==> config.mk <==
export PLATFORM = sky130hd
export DESIGN_NAME = wdt_rst_ctrl
export DESIGN_NICKNAME = d
export VERILOG_FILES = /design/src/rtl/wrc_pkg.sv /design/src/rtl/wrc_sync.sv /design/src/rtl/wrc_oneshot.sv /design/src/rtl/wrc_wdog.sv /design/src/rtl/wdt_rst_ctrl.sv
export SDC_FILE = /design/constraint.sdc
export NUM_CORES = 1
export LEC_CHECK = 0
export ABC_AREA = 1
export CAP_MARGIN = 20
export CORE_ASPECT_RATIO = 2
export CORE_MARGIN = 3
export CORE_UTILIZATION = 50
export CTS_CLUSTER_DIAMETER = 30
export DETAILED_ROUTE_END_ITERATION = 8
export PLACE_DENSITY = 0.74
export SYNTH_ARGS = -nofsm -noshare
export SYNTH_HDL_FRONTEND = slang
export SYNTH_HIERARCHICAL = 1
export SYNTH_SLANG_ARGS = --single-unit
==> constraint.sdc <==
create_clock -name osc_clk -period 1.12 [get_ports osc_clk]
set_input_delay 0.112 -clock osc_clk [delete_from_list [all_inputs] [get_ports osc_clk]]
set_output_delay 0.112 -clock osc_clk [all_outputs]
set_load 0.01 [all_outputs]
==> src/rtl/wrc_pkg.sv <==
package wrc_pkg;
  typedef enum logic [1:0] {
    MODE_RUN  = 2'd0,
    MODE_HALT = 2'd1,
    MODE_STOP = 2'd2
  } cpu_mode_e;

  typedef enum logic [2:0] {
    CAUSE_PWR     = 3'd0,
    CAUSE_WAKE    = 3'd1,
    CAUSE_WD_RUN  = 3'd2,
    CAUSE_WD_HALT = 3'd3,
    CAUSE_WD_STOP = 3'd4
  } rst_cause_e;
endpackage

==> src/rtl/wrc_sync.sv <==
// Multi-bit bundle of independent N-flop synchronizers.
module wrc_sync #(
  parameter int W      = 1,
  parameter int STAGES = 2
) (
  input  logic         clk,
  input  logic         rst_n,
  input  logic [W-1:0] d,
  output logic [W-1:0] q
);
  logic [W-1:0] stg [STAGES];

  generate
    for (genvar s = 0; s < STAGES; s++) begin : g_stage
      if (s == 0) begin : g_first
        always_ff @(posedge clk or negedge rst_n) begin
          if (!rst_n) stg[0] <= '0;
          else        stg[0] <= d;
        end
      end else begin : g_next
        always_ff @(posedge clk or negedge rst_n) begin
          if (!rst_n) stg[s] <= '0;
          else        stg[s] <= stg[s-1];
        end
      end
    end
  endgenerate

  assign q = stg[STAGES-1];
endmodule

==> src/rtl/wrc_oneshot.sv <==
// Restartable reset-delay one-shot: active for DLY cycles after the last trigger.
module wrc_oneshot #(
  parameter int DLY = 64,
  parameter int DCW = (DLY > 1) ? $clog2(DLY) : 1
) (
  input  logic           clk,
  input  logic           rst_n,
  input  logic           trig,
  output logic           active,
  output logic [DCW-1:0] cnt
);
  localparam logic [DCW-1:0] LAST = DCW'(DLY - 1);

  logic           active_n;
  logic [DCW-1:0] cnt_n;

  always_comb begin
    active_n = active;
    cnt_n    = cnt;
    if (trig) begin
      active_n = 1'b1;
      cnt_n    = '0;
    end else if (active) begin
      if (cnt == LAST) begin
        active_n = 1'b0;
        cnt_n    = '0;
      end else begin
        cnt_n = cnt + 1'b1;
      end
    end
  end

  always_ff @(posedge clk or negedge rst_n) begin
    if (!rst_n) begin
      active <= 1'b1;
      cnt    <= '0;
    end else begin
      active <= active_n;
      cnt    <= cnt_n;
    end
  end
endmodule

==> src/rtl/wrc_wdog.sv <==
// Retriggerable watchdog with mode gating and a sticky permanent option.
module wrc_wdog
  import wrc_pkg::*;
#(
  parameter int TMO = 1024,
  parameter int CW  = (TMO > 1) ? $clog2(TMO) : 1
) (
  input  logic          clk,
  input  logic          rst_n,
  input  logic          hold,
  input  logic [1:0]    mode,
  input  logic          kick,
  input  logic          halt_stb,
  input  logic          perm_stb,
  output logic          fire,
  output logic [CW-1:0] cnt,
  output logic          perm
);
  localparam logic [CW-1:0] LAST = CW'(TMO - 1);

  logic          en, halt_ok;
  logic          en_n, halt_ok_n, perm_n;
  logic [CW-1:0] cnt_n;
  logic          kick_ok, mode_ok, cnt_ok;

  always_comb begin
    kick_ok = kick & ~hold;
    mode_ok = perm | (en & ((mode == MODE_RUN) | ((mode == MODE_HALT) & halt_ok)));
    cnt_ok  = ~hold & mode_ok;
    fire    = cnt_ok & ~kick_ok & (cnt == LAST);

    cnt_n = cnt;
    if (hold)         cnt_n = '0;
    else if (kick_ok) cnt_n = '0;
    else if (cnt_ok)  cnt_n = fire ? '0 : cnt + 1'b1;

    en_n      = hold ? 1'b0 : (en | kick_ok);
    halt_ok_n = hold ? 1'b0 : (halt_ok | halt_stb);
    perm_n    = perm | perm_stb;
  end

  always_ff @(posedge clk or negedge rst_n) begin
    if (!rst_n) begin
      cnt     <= '0;
      en      <= 1'b0;
      halt_ok <= 1'b0;
      perm    <= 1'b0;
    end else begin
      cnt     <= cnt_n;
      en      <= en_n;
      halt_ok <= halt_ok_n;
      perm    <= perm_n;
    end
  end
endmodule

==> src/rtl/wdt_rst_ctrl.sv <==
// Top: input synchronization, trigger arbitration, cause and port-default tracking.
module wdt_rst_ctrl
  import wrc_pkg::*;
#(
  parameter int DLY = 64,
  parameter int TMO = 1024
) (
  input  logic       osc_clk,
  input  logic       rst_n,
  input  logic       pwr_good,
  input  logic       wake_pin,
  input  logic       wake_alt,
  input  logic [1:0] cpu_mode,
  input  logic       wdt_kick,
  input  logic       wdt_halt_en,
  input  logic       wdt_perm_set,
  output logic       core_rst,
  output logic [2:0] rst_cause,
  output logic       port_dflt
);
  localparam int DCW = (DLY > 1) ? $clog2(DLY) : 1;
  localparam int WCW = (TMO > 1) ? $clog2(TMO) : 1;

  // reset: asynchronous assert, synchronous release
  logic [1:0] rs_q;
  logic       rst_ns;
  always_ff @(posedge osc_clk or negedge rst_n) begin
    if (!rst_n) rs_q <= 2'b00;
    else        rs_q <= {rs_q[0], 1'b1};
  end
  assign rst_ns = rs_q[1];

  // asynchronous inputs into the oscillator domain
  logic [2:0] async_s;
  wrc_sync #(.W(3), .STAGES(2)) u_sync (
    .clk   (osc_clk),
    .rst_n (rst_ns),
    .d     ({wake_alt, wake_pin, pwr_good}),
    .q     (async_s)
  );

  logic [2:0] async_d;
  always_ff @(posedge osc_clk or negedge rst_ns) begin
    if (!rst_ns) async_d <= 3'b000;
    else         async_d <= async_s;
  end

  logic pg_rise, wp_rise, wa_rise, in_stop, wake_ev;
  always_comb begin
    pg_rise = async_s[0] & ~async_d[0];
    wp_rise = async_s[1] & ~async_d[1];
    wa_rise = async_s[2] & ~async_d[2];
    in_stop = (cpu_mode == MODE_STOP);
    wake_ev = in_stop & (wp_rise | wa_rise);
  end

  // watchdog
  logic           wd_fire, wd_perm;
  logic [WCW-1:0] wd_cnt;
  wrc_wdog #(.TMO(TMO), .CW(WCW)) u_wdog (
    .clk      (osc_clk),
    .rst_n    (rst_ns),
    .hold     (core_rst),
    .mode     (cpu_mode),
    .kick     (wdt_kick),
    .halt_stb (wdt_halt_en),
    .perm_stb (wdt_perm_set),
    .fire     (wd_fire),
    .cnt      (wd_cnt),
    .perm     (wd_perm)
  );

  // trigger arbitration: power > stop recovery > watchdog
  logic       trig;
  logic [2:0] cause_n;
  logic       keep_n;
  logic [2:0] cause_q;
  logic       keep_q;

  always_comb begin
    trig    = pg_rise | wake_ev | wd_fire;
    cause_n = cause_q;
    keep_n  = keep_q;
    if (pg_rise) begin
      cause_n = CAUSE_PWR;
      keep_n  = 1'b0;
    end else if (wake_ev) begin
      cause_n = CAUSE_WAKE;
      keep_n  = wp_rise;
    end else if (wd_fire) begin
      keep_n = 1'b0;
      case (cpu_mode)
        MODE_HALT: cause_n = CAUSE_WD_HALT;
        MODE_STOP: cause_n = CAUSE_WD_STOP;
        default:   cause_n = CAUSE_WD_RUN;
      endcase
    end
  end

  always_ff @(posedge osc_clk or negedge rst_ns) begin
    if (!rst_ns) begin
      cause_q <= CAUSE_PWR;
      keep_q  <= 1'b0;
    end else if (trig) begin
      cause_q <= cause_n;
      keep_q  <= keep_n;
    end
  end

  // reset-delay one-shot
  logic           dly_act;
  logic [DCW-1:0] dly_cnt;
  wrc_oneshot #(.DLY(DLY), .DCW(DCW)) u_dly (
    .clk    (osc_clk),
    .rst_n  (rst_ns),
    .trig   (trig),
    .active (dly_act),
    .cnt    (dly_cnt)
  );

  assign core_rst  = dly_act;
  assign rst_cause = cause_q;
  assign port_dflt = dly_act & ~keep_q;
endmodule

**Word-level counts from Yosys, hierarchy flattened**

Index checks and enable logic that the tools add are counted.

- Flip-flop bits (word level): 35
- Bits of input ports: 10
- Output and inout bits: 5

- Bitwise gates (word level): 25
- Multiplexer cells: 19
- Equality and inequality tests: 4
- Reductions and logical operators: 5
- Add/subtract/negate cells: 2

Operators with widths:

| kind | number |
|---|---|
| 10-bit two-way mux | 4 |
| 6-bit two-way mux | 3 |
| 1-bit bitwise AND | 11 |
| 10-bit by 1-bit adder with 10-bit output, second input constant | 1 |
| 10-bit equality test, second input constant | 1 |
| 3-bit two-way mux | 3 |
| 1-bit two-way mux | 8 |
| 1-bit OR | 8 |
| 6-bit by 1-bit adder with 6-bit output, second input constant | 1 |
| 6-bit equality test, second input constant | 1 |
| 1-bit NOT | 6 |
| 3-bit case mux with 2 select lines | 1 |
| 3-bit nonzero test | 2 |
| 2-bit by 1-bit equality test with 1-bit output, second input constant | 1 |
| 2-bit equality test, second input constant | 1 |
| 2-bit zero test | 1 |
| 2-bit AND reduction | 1 |
| 2-bit nonzero test | 1 |

**Longest topological paths before layout**

Gate-level depths: netlist of the first run.

- Depth in word-level cells: 12
- Mapped depth: 13
- Mapped depth without buffers: 13

**Hierarchy**

Netlist of the first run, hierarchy kept.

By module, submodules not included:

| module | cells an instance | area each (um2) | times used |
|---|---|---|---|
| wrc_wdog | 96 | 739.5 | 1 |
| wdt_rst_ctrl | 44 | 389.1 | 1 |
| wrc_oneshot | 43 | 370.4 | 1 |
| wrc_sync | 9 | 172.7 | 1 |

**Least setup slack after synthesis of the first run**

Ideal clock, no wire load.

- Path type: reg-to-reg
- Start point: register u_wdog.cnt[0]
- End point: register u_dly.cnt[5]
- Setup time: 0.118 ns
- Stages on the path, launching flop included: 13
- Path slack: -0.615 ns
- Arrival time: 1.618 ns
- Required time: 1.002 ns
- Path through: dfrtp_1 ha_1 nand2_2 nor2_4 nand3_2 nor2_1 nor2_2 nand2_1 inv_1 nand2_1 inv_1 nand2_1 o21ai_2

- Longest elaborated chain between the ends: 4

RTL lines:

| element | line | RTL |
|---|---|---|
| start, declared | wrc_wdog.sv:16 | `output logic [CW-1:0] cnt,` |
| start signal, assigned | wrc_wdog.sv:49 | `cnt <= cnt_n;` |
| 10-bit equality test * | wrc_wdog.sv:30 | `fire = cnt_ok & ~kick_ok & (cnt == LAST);` |
| 1-bit bitwise AND * | wrc_wdog.sv:30 |  |
| net wd_fire | wdt_rst_ctrl.sv:58 | `logic wd_fire, wd_perm;` |
| 1-bit OR * | wdt_rst_ctrl.sv:81 | `trig = pg_rise \| wake_ev \| wd_fire;` |
| net trig | wdt_rst_ctrl.sv:74 | `logic trig;` |
| 6-bit two-way mux or 2-bit nonzero test (tied branches) | n/a |  |
| end signal, assigned | wrc_oneshot.sv:39 | `cnt <= cnt_n;` |
| end, declared | wrc_oneshot.sv:10 | `output logic [DCW-1:0] cnt` |

The timed path passes the listed nets; every way through them passes the cells marked *.
A chain may end at the register's enable or synchronous reset.

**Worst setup path after layout of the first run**

- Start point: register u_wdog.cnt[0]
- End point: register u_dly.cnt[4]

Same word-level chain as after synthesis.

==> results of run 1 <==
[timing repair]
item / in CTS / in global routing
hold endpoints to repair: 2 / 0
resized for setup: 42 / 15
hold buffers: 1 / 0
buffers inserted: 9 / 7
pin swaps: 17 / 9
setup endpoints to repair: 26 / 25
[through the flow]
step / worst slack, ns / util / hold slack [ns]
after floorplan: -0.4068 / - / -0.1836
after global placement: -0.4500 / 0.6665 / 0.1720
after detailed placement: -0.5477 / 0.6665 / 0.1816
after CTS: -0.3940 / 0.7508 / 0.1917
after global routing: -0.5214 / 0.7786 / 0.2205
final: -0.4488 / 0.7786 / 0.1835
[registers in the layout, indices dropped and copies added, names as in the netlist]
register,flops
rs_q,2
keep_q,1
async_d,3
u_wdog/perm,1
u_dly/active,1
u_sync/stg,3
u_wdog/en,1
u_wdog/cnt,10
u_wdog/halt_ok,1
u_dly/cnt,6
u_sync/q,3
rst_cause,3
[layout by cell type (no fill, tap or decap), drive strengths merged]
master | netlist | layout
clkdlybuf4s50 | 0 | 9
clkbuf | 0 | 6
nand2 | 63 | 63
clkdlybuf4s15 | 0 | 1
clkinv | 1 | 2
o21ai | 11 | 11
buf | 3 | 50
dfrtp | 34 | 34
dlygate4sd3 | 0 | 1
bufinv | 0 | 1
o21bai | 1 | 1
inv | 26 | 26
ha | 2 | 2
dfstp | 1 | 1
mux2i | 1 | 1
conb | 1 | 1
nand3 | 13 | 13
nor2 | 23 | 23
o22ai | 2 | 2
xor2 | 3 | 3
a21oi | 3 | 3
dlygate4sd2 | 0 | 2
xnor2 | 1 | 1
or2 | 3 | 3
[where the power goes]
group          internal, W  leakage, nW  switching [W]
combinational     0.000158        0.790       0.000155
sequential         0.00133        0.449      0.0000493
clock             0.000720       0.0612       0.000459
[metal layers]
layer | up-vias | GRT usage | share of wire
li1 | 722 | - | -
met1 | 743 | 0.2366 | 0.36
met2 | 50 | 0.3928 | 0.57
met3 | 17 | 0.05350 | 0.036
met4 | 0 | 0.1209 | 0.038
met5 | - | 0 | 0
[critical path, delay by kind of cell, from the launching register on]
family | cells | cell delay (ns)
and+or+nand+nor | 7 | 0.67
DFF | 1 | 0.36
AOI/OAI and AO/OA | 2 | 0.21
adders and majority gates | 1 | 0.19
buffers and inverters | 1 | 0.07
[final cells by class]
type                            instances  area, sq um
Clock buffer                            6        82.58
Clock inverter                          2        35.03
Fill cell                             204        706.9
Inverter                               27        110.1
Multi-Input combinational cell        127        812.0
Sequential cell                        35        877.1
Tap cell                               31        38.79
Timing Repair Buffer                   63        530.5
[worst max-delay path by stage]
| stage | from | to | slack, ns | cells after the start |
|---|---|---|---|---|
| after global routing | u_wdog/cnt[0] | u_dly/cnt[3] | -0.52 | 12 |
| after global placement | cpu_mode[0] | u_dly/cnt[4] | -0.45 | 12 |
| final | u_wdog/cnt[0] | u_dly/cnt[4] | -0.45 | 11 |
| after floorplan | u_wdog/cnt[0] | u_dly/cnt[5] | -0.41 | 12 |
| after CTS | u_wdog/cnt[0] | u_dly/cnt[4] | -0.39 | 11 |
| after detailed placement | cpu_mode[0] | u_dly/cnt[4] | -0.55 | 12 |
[logic make-up after synthesis]
group	count (synthesis)
simple gates	102
flops	35
buf+inv	30
compound gates	17
xor+xnor	4
fa+ha+maj	2
other cells	1
mux	1
==> results.yml, run 1 <==
finish:
  area_delta_synth_final_pct: 48.73
  diodes: 0
  nets: 271
  drive_gt1_frac: 0.4346
  final_area_sq_um: 2486
  stdcell_count: 291
pwr:
  power.density_nw_per_um2: 1154
  leakagePower_nw: 1.300
  max-vdd-ir-drop_v: 0.001378
  total_power_w: 0.002869
synthesis:
  synth_ff_type: "dfrtp_1"
  synth_top_area_frac: 0.5090
  synth.net_count: 204
  synth_top_family_by_area: "simple AND/OR/NAND/NOR gates"
  syn_avg_cell_area_sq_um: 8.706
  synth_common_cells: "nand2_1, dfrtp_1, inv_1, nor2_1, nand3_1"
  netlist_instances: 192
  synth-seq-cells: 35
  synth.area.top_cells: "dfrtp_1, nand2_1, inv_1"
  synth_edf_count: 0
  synth_xor_area_frac: 0.02096
  synth.mux.area_fraction: 0.005988
  synth-seq-area-share: 0.5247
  ys_async_sr_fraction: 1.000
  ys_warn_count: 6
  synth_area_sq_um: 1672
  yosys.cell_count.top_type: "nand2_1"
  synth_compound_area_frac: 0.05838
  synthSimpleGateAreaFrac: 0.2987
  yosysTopAreaCell: "dfrtp_1"
  synthDistinctLibCells: 28
  synthAdderAreaFrac: 0.01497
timing:
  totalNegativeSetupSlack_ns: -6.708
  period_share: 1.401
  rsz0062_at_grt: "yes"
  setup_ws_ns: -0.4488
  hold_viol_final: 0
  drv_slew: 0
  final.min_clock_period_ns: 1.569
  setup_viol: 23
  maxClockFrequency_ghz: 0.6374
  fin_worst_skew_ns: 0.006577
global_routing:
  grt-ovfl-total: 0
  grt_util_all_layers: 0.2265
  grt_start_max_net_pins: 23
  grt_pass1_wl_um: 6637
  grt_pass1_vias: 1567
  antenna_found_initial: 0
place:
  routabilityCongestion: 0.8145
  io_buffers: 14
  dp_hpwl_um: 2607
  placed_area_sq_um: 2128
  placed_cells: 270
worst_setup_path:
  r2r_start: "u_wdog/cnt[0]"
  crit_path_top_delay_cell: "dfrtp_1"
  reg2reg_slack_ns: -0.45
  path_class: "reg2reg"
  required_ns: 1.33
  start_kind: "flop"
  ff2ff_path_depth: 11
  crit_chain: "ha_2, nand2_2, nor2_4, nand3_4, nor2_4, nor2_4, nand2_1, inv_2, nand2_4, a21oi_4, a21oi_2"
  r2r-end: "u_dly/cnt[4]"
  critPathArrivalTime_ns: 1.78
  worst_path_most_repeated_cell: "nor2_4"
  end_kind: "flop"
  cp_max_fo: 4
  slowest_delay_ns: 0.36
floorplan:
  die_w_um: 46.89
  num_io_pins: 15
  start_util: 0.5235
  die_h_um: 87.77
  placementRows: 29
  die-area_sq_um: 4115
  core-area_sq_um: 3193
routing:
  vias_per_cell: 5.265
  vias: 1532
  wl_per_cell_um: 15.26
  first_pass_iters: 4
  first_iter_violations: 53
  postRouteAntennaNets: 0
  finalWirelength_um: 4440
  route.detailed.drc: 0
clock_tree:
  cts.sinks: 35
  clk_pin_slew_ns: 0.07
  cts_max_level: 2
  cts_tree: "done"
  clk_latency_ns: 0.29
  root_buffer: "clkbuf_8"
  cts_buffers: 5
  clockBufferDepth: 2
job:
  cap_violations: 0
min_path:
  hold_class: "reg2async"
run_status:
  status: "finished with violations"
  violations: "negative setup slack"
Power figures use the tool's default switching activity.
==> run 2, diff against run 1 <==
GPL_TIMING_DRIVEN = 0   (was default)
==> run 2 against run 1 <==
  * Critical path depth shrank 1
  * Via count shrank 8.2%
  * Sequential share of layout area grew 0.76 points
  * Clock power grew 15%
  * The flow still finishes with violations (negative setup slack)
  * Register-to-register slack gained 0.02 ns
  * Critical endpoint unchanged
  * Largest cell class unchanged
  * Maximum frequency grew 1.3%
  * Sequential power is essentially flat
==> results.yml, run 2 (synthesized netlist as in run 1, its figures left out) <==
clock_tree:
  clockBufferDepth: 2
  root_buffer: "clkbuf_8"
  cts.sinks: 35
  cts_buffers: 5
  cts_tree: "done"
  clk_pin_slew_ns: 0.08
  cts_max_level: 2
  clk_latency_ns: 0.29
routing:
  postRouteAntennaNets: 0
  finalWirelength_um: 4156
  vias_per_cell: 5.169
  vias: 1406
  route.detailed.drc: 0
  first_pass_iters: 4
  first_iter_violations: 40
  wl_per_cell_um: 15.28
place:
  dp_hpwl_um: 2418
  placed_cells: 238
  io_buffers: 14
  pre_cts_ws_ns: -0.7936
  routabilityCongestion: 0.8681
global_routing:
  antenna_found_initial: 0
  grt_start_max_net_pins: 24
  grt_pass1_wl_um: 6292
  grt_util_all_layers: 0.2190
  grt_pass1_vias: 1392
  grt-ovfl-total: 0
floorplan:
  die-area_sq_um: 4115
  die_h_um: 87.77
  num_io_pins: 15
  core-area_sq_um: 3193
  die_w_um: 46.89
  placementRows: 29
  start_util: 0.5235
job:
  cap_violations: 0
worst_setup_path:
  required_ns: 1.28
  slowest_delay_ns: 0.56
  critPathArrivalTime_ns: 1.71
  start_kind: "flop"
  crit_chain: "buf_12, nor2_4, nand2_4, nor2_4, nor2_4, nand2_2, inv_4, nand2_4, a21oi_2, a21oi_4"
  critical_path.top_delay_family: "flip-flops"
  worst_path_most_repeated_cell: "nor2_4"
  reg2reg_slack_ns: -0.43
  path_class: "reg2reg"
  r2r_start: "u_dly/active"
  ff2ff_path_depth: 10
  crit_path_top_delay_cell: "dfstp_2"
  end_kind: "flop"
  r2r-end: "u_dly/cnt[4]"
  cp_max_fo: 5
  cp.buffers_inverters: 2
pwr:
  leakagePower_nw: 1.233
  power.density_nw_per_um2: 1245
  total_power_w: 0.003029
  max-vdd-ir-drop_v: 0.001231
finish:
  nets: 252
  layout_common_cells: "nand2_1, dfrtp_1, inv_1"
  drive_gt1_frac: 0.3900
  largest_reg_flops: 10
  diodes: 0
  top_register: "u_wdog/cnt"
  area_delta_synth_final_pct: 45.58
  final_common_cell: "nand2_1"
  stdcell_count: 272
  top_regs: "u_wdog/cnt (10), u_dly/cnt (6)"
timing:
  setup_viol: 23
  totalNegativeSetupSlack_ns: -6.814
  hold_viol_final: 0
  setup_ws_ns: -0.4280
  period_share: 1.382
  final.min_clock_period_ns: 1.548
  slew_headroom: 0.6458
  fin_worst_skew_ns: 0.01170
  drv_slew: 0
  rsz0062_at_grt: "yes"
  maxClockFrequency_ghz: 0.6460
  worstMarginPinSlew_ns: 0.5313
run_status:
  status: "finished with violations"
  violations: "negative setup slack"
min_path:
  hold_class: "reg2async"
run 2: per-stage QoR:
step	hold slack (ns)	util	instance area, sq um
floorplan	-0.1836	-	1702
global placement	0.2843	0.5890	1881
detailed placement	0.2297	0.5976	1908
CTS	0.2346	0.6998	2235
global route	0.2578	0.7621	2434
finish	0.2204	0.7621	2434
run 2: what timing repair did:
action	CTS	global route
pin swaps	11	14
endpoints found under the hold margin	2	0
buffers inserted	14	14
hold buffers	1	0
gates resized for setup	34	33
setup endpoints to repair	26	23
run 2: where the power goes:
| part | internal, W | switching (W) | leakage [nW] | total [W] |
|---|---|---|---|---|
| sequential | 0.00133 | 0.0000697 | 0.449 | 0.00140 |
| combinational | 0.000138 | 0.000139 | 0.719 | 0.000277 |
| clock | 0.000888 | 0.000468 | 0.0644 | 0.00136 |
| total | 0.00235 | 0.000676 | 1.23 | 0.00303 |
run 2: area by class of cell:
type	instances	area, sq um
clock inverters	3	67.56
inverters	27	111.4
clock buffers	5	68.82
repair buffers	41	406.6
well taps	31	38.79
multi-input cells	127	840.8
fillers	217	759.5
flip-flops and latches	35	877.1
plain buffers	3	22.52
run 2: worst max path at each step:
stage                        from            to  slack (ns)  cells past startpoint
floorplan           u_wdog/cnt[0]  u_dly/cnt[5]       -0.41                     12
global route         u_dly/active  u_dly/cnt[0]       -0.50                     10
detailed placement    cpu_mode[1]  u_dly/cnt[4]       -0.79                     12
CTS                 u_wdog/cnt[0]  u_dly/cnt[3]       -0.48                     12
finish               u_dly/active  u_dly/cnt[4]       -0.43                     10
global placement      cpu_mode[1]  u_dly/cnt[4]       -0.73                     12
run 2: routing by layer:
metal | GRT usage | vias to the layer above | share of wire
met5 | 0 | - | 0
met4 | 0.09824 | 0 | 0.045
met3 | 0.04115 | 17 | 0.040
met2 | 0.3990 | 43 | 0.58
met1 | 0.2249 | 658 | 0.34
li1 | - | 688 | -
==> run 3, diff against run 2 <==
CORE_ASPECT_RATIO = default   (was 2)
SLEW_MARGIN = 25   (was default)
SYNTH_HIERARCHICAL = default   (was 1)
==> run 3 against run 2 <==
  * The flow still finishes with violations (negative setup slack)
  * Total power down 20%
  * Clock power down 41%
  * Die area down 2.8%
==> results.yml, run 3 <==
run_status:
  status: "finished with violations"
  violations: "negative setup slack"
synthesis:
  syn_avg_cell_area_sq_um: 8.957
  synthDistinctLibCells: 25
  yosys.cell_count.top_type: "nand2_1"
  synth.area.top_cells: "dfrtp_1, nand2_1, nor2_1"
  yosysTopAreaCell: "dfrtp_1"
  synth_ff_type: "dfrtp_1"
  synth_common_cells: "nand2_1, dfrtp_1, nor2_1, inv_1, nand3_1"
  synth-seq-cells: 35
  ys_async_sr_fraction: 1.000
  synth.net_count: 195
  ys_warn_count: 0
  synth_area_sq_um: 1639
  synth-seq-area-share: 0.5351
  netlist_instances: 183
  synth_top_area_frac: 0.5191
  synth_edf_count: 0
clock_tree:
  cts_buffers: 5
  cts_max_level: 2
  clockBufferDepth: 2
  cts_tree: "done"
  cts.sinks: 35
  clk_latency_ns: 0.35
  root_buffer: "clkbuf_4"
  clk_pin_slew_ns: 0.11
worst_setup_path:
  cp_max_fo: 3
  path_class: "reg2out"
  end_kind: "output pin"
  critPathArrivalTime_ns: 1.26
  start_kind: "flop"
  required_ns: 1.01
finish:
  largest_reg_flops: 10
  top_regs: "u_wdog.cnt (10), u_dly.cnt (6)"
  top_register: "u_wdog.cnt"
  nets: 233
  drive_gt1_frac: 0.3198
  final_area_sq_um: 2125
  layout_common_cells: "nand2_1, dfrtp_1, nor2_1"
  diodes: 0
  area_delta_synth_final_pct: 29.62
  final_common_cell: "nand2_1"
floorplan:
  placementRows: 20
  die_h_um: 63.26
  start_util: 0.5325
  die_w_um: 63.26
  core-area_sq_um: 3078
  num_io_pins: 15
  die-area_sq_um: 4001
routing:
  postRouteAntennaNets: 0
  wl_per_cell_um: 13.14
  m1WireLength_um: 1434
  first_iter_violations: 56
  finalWirelength_um: 3494
  route.detailed.drc: 0
  vias: 1334
  wl_met2_um: 1811
  vias_per_cell: 5.015
  top_layer: "met4"
  first_pass_iters: 4
  dr_wl_met3_um: 192
timing:
  final.min_clock_period_ns: 1.375
  setup_ws_ns: -0.2547
  worstMarginPinSlew_ns: 0.7051
  setup_viol: 23
  hold_viol_final: 0
  totalNegativeSetupSlack_ns: -5.021
  slew_headroom: 0.5300
  maxClockFrequency_ghz: 0.7274
  rsz0062_at_grt: "yes"
  period_share: 1.227
  hold_ws_ns: 0.1928
  drv_slew: 0
  fin_worst_skew_ns: 0.01660
pwr:
  max-vdd-ir-drop_v: 0.0007664
  power.density_nw_per_um2: 1145
  leakagePower_nw: 0.9730
place:
  placed_area_sq_um: 1847
  dp_hpwl_um: 2218
  io_buffers: 14
  routabilityCongestion: 0.8562
min_path:
  hold_class: "in2reg"
global_routing:
  grt_util_all_layers: 0.1906
  grt_pass1_wl_um: 6023
  grt_pass1_vias: 1437
  grt_start_max_net_pins: 34
  grt-ovfl-total: 0
  antenna_found_initial: 0
job:
  cap_violations: 0
run 3: final cells by class:
class / count / area (sq um)
Fill cell: 226 / 953.4
Sequential cell: 35 / 879.6
Multi-Input combinational cell: 126 / 765.7
Timing Repair Buffer: 31 / 259.0
Inverter: 21 / 81.33
Clock buffer: 7 / 65.06
Tap cell: 44 / 55.05
Buffer: 1 / 11.26
Clock inverter: 1 / 7.507
run 3: layer usage:
layer / vias to the layer above / track usage
li1: 652 / -
met2: 34 / 0.3439
met5: - / 0
met1: 642 / 0.2117
met4: 0 / 0.07817
met3: 6 / 0.04991
run 3: cell families after synthesis:
group,count (synthesis),synth area share
simple gates,97,0.2733
flops,35,0.5351
buf+inv,22,0.05267
compound gates,19,0.08320
xor+xnor,6,0.03206
fa+ha+maj,2,0.01526
other cells,1,0.002288
mux,1,0.006107
run 3: final timing paths:
| kind | startpoint | end | slack, ns | cells past startpoint |
|---|---|---|---|---|
| min | wake_pin | u_sync.stg[4] | 0.19 | 1 |
| min in group asynchronous | rs_q[1] | keep_q | 0.33 | 0 |
| max | u_dly.active | port_dflt | -0.25 | 4 |
| max reg2reg | u_wdog.cnt[0] | rst_cause[0] | -0.25 | 7 |
| max in group asynchronous | rs_q[1] | u_dly.cnt[0] | 0.31 | 0 |
| min reg2reg | rs_q[1] | keep_q | 0.33 | 0 |
run 3: report_power, final:
| group | internal, W | switching, W | total (W) |
|---|---|---|---|
| Sequential | 0.00133 | 0.0000826 | 0.00142 |
| Combinational | 0.000109 | 0.000110 | 0.000219 |
| Clock | 0.000367 | 0.000431 | 0.000798 |
run 3: per-stage QoR:
| stage | instances | setup WS [ns] | power (W) | utilization |
|---|---|---|---|---|
| floorplan | 183 | -0.1684 | 0.001550 | - |
| global placement | 241 | -0.4414 | 0.001628 | 0.5996 |
| detailed placement | 241 | -0.4652 | 0.001643 | 0.6000 |
| CTS | 265 | -0.2424 | 0.002433 | 0.6805 |
| global route | 266 | -0.3179 | 0.002533 | 0.6902 |
| finish | 266 | -0.2547 | 0.002432 | 0.6902 |
run 3: what timing repair did:
item,4_1_cts,5_1_grt
endpoints found under the hold margin,2,0
setup buffers,15,2
pin swaps,14,8
gates resized for setup,38,17
setup endpoints to repair,26,26
hold buffers,1,0
gates cloned,0,0
run 3: critical path, stage by stage, from the launching register on:
cell,delay [ns]
dfstp_2,0.57
buf_6,0.12
inv_4,0.03
nor2_2,0.06
buf_2,0.13
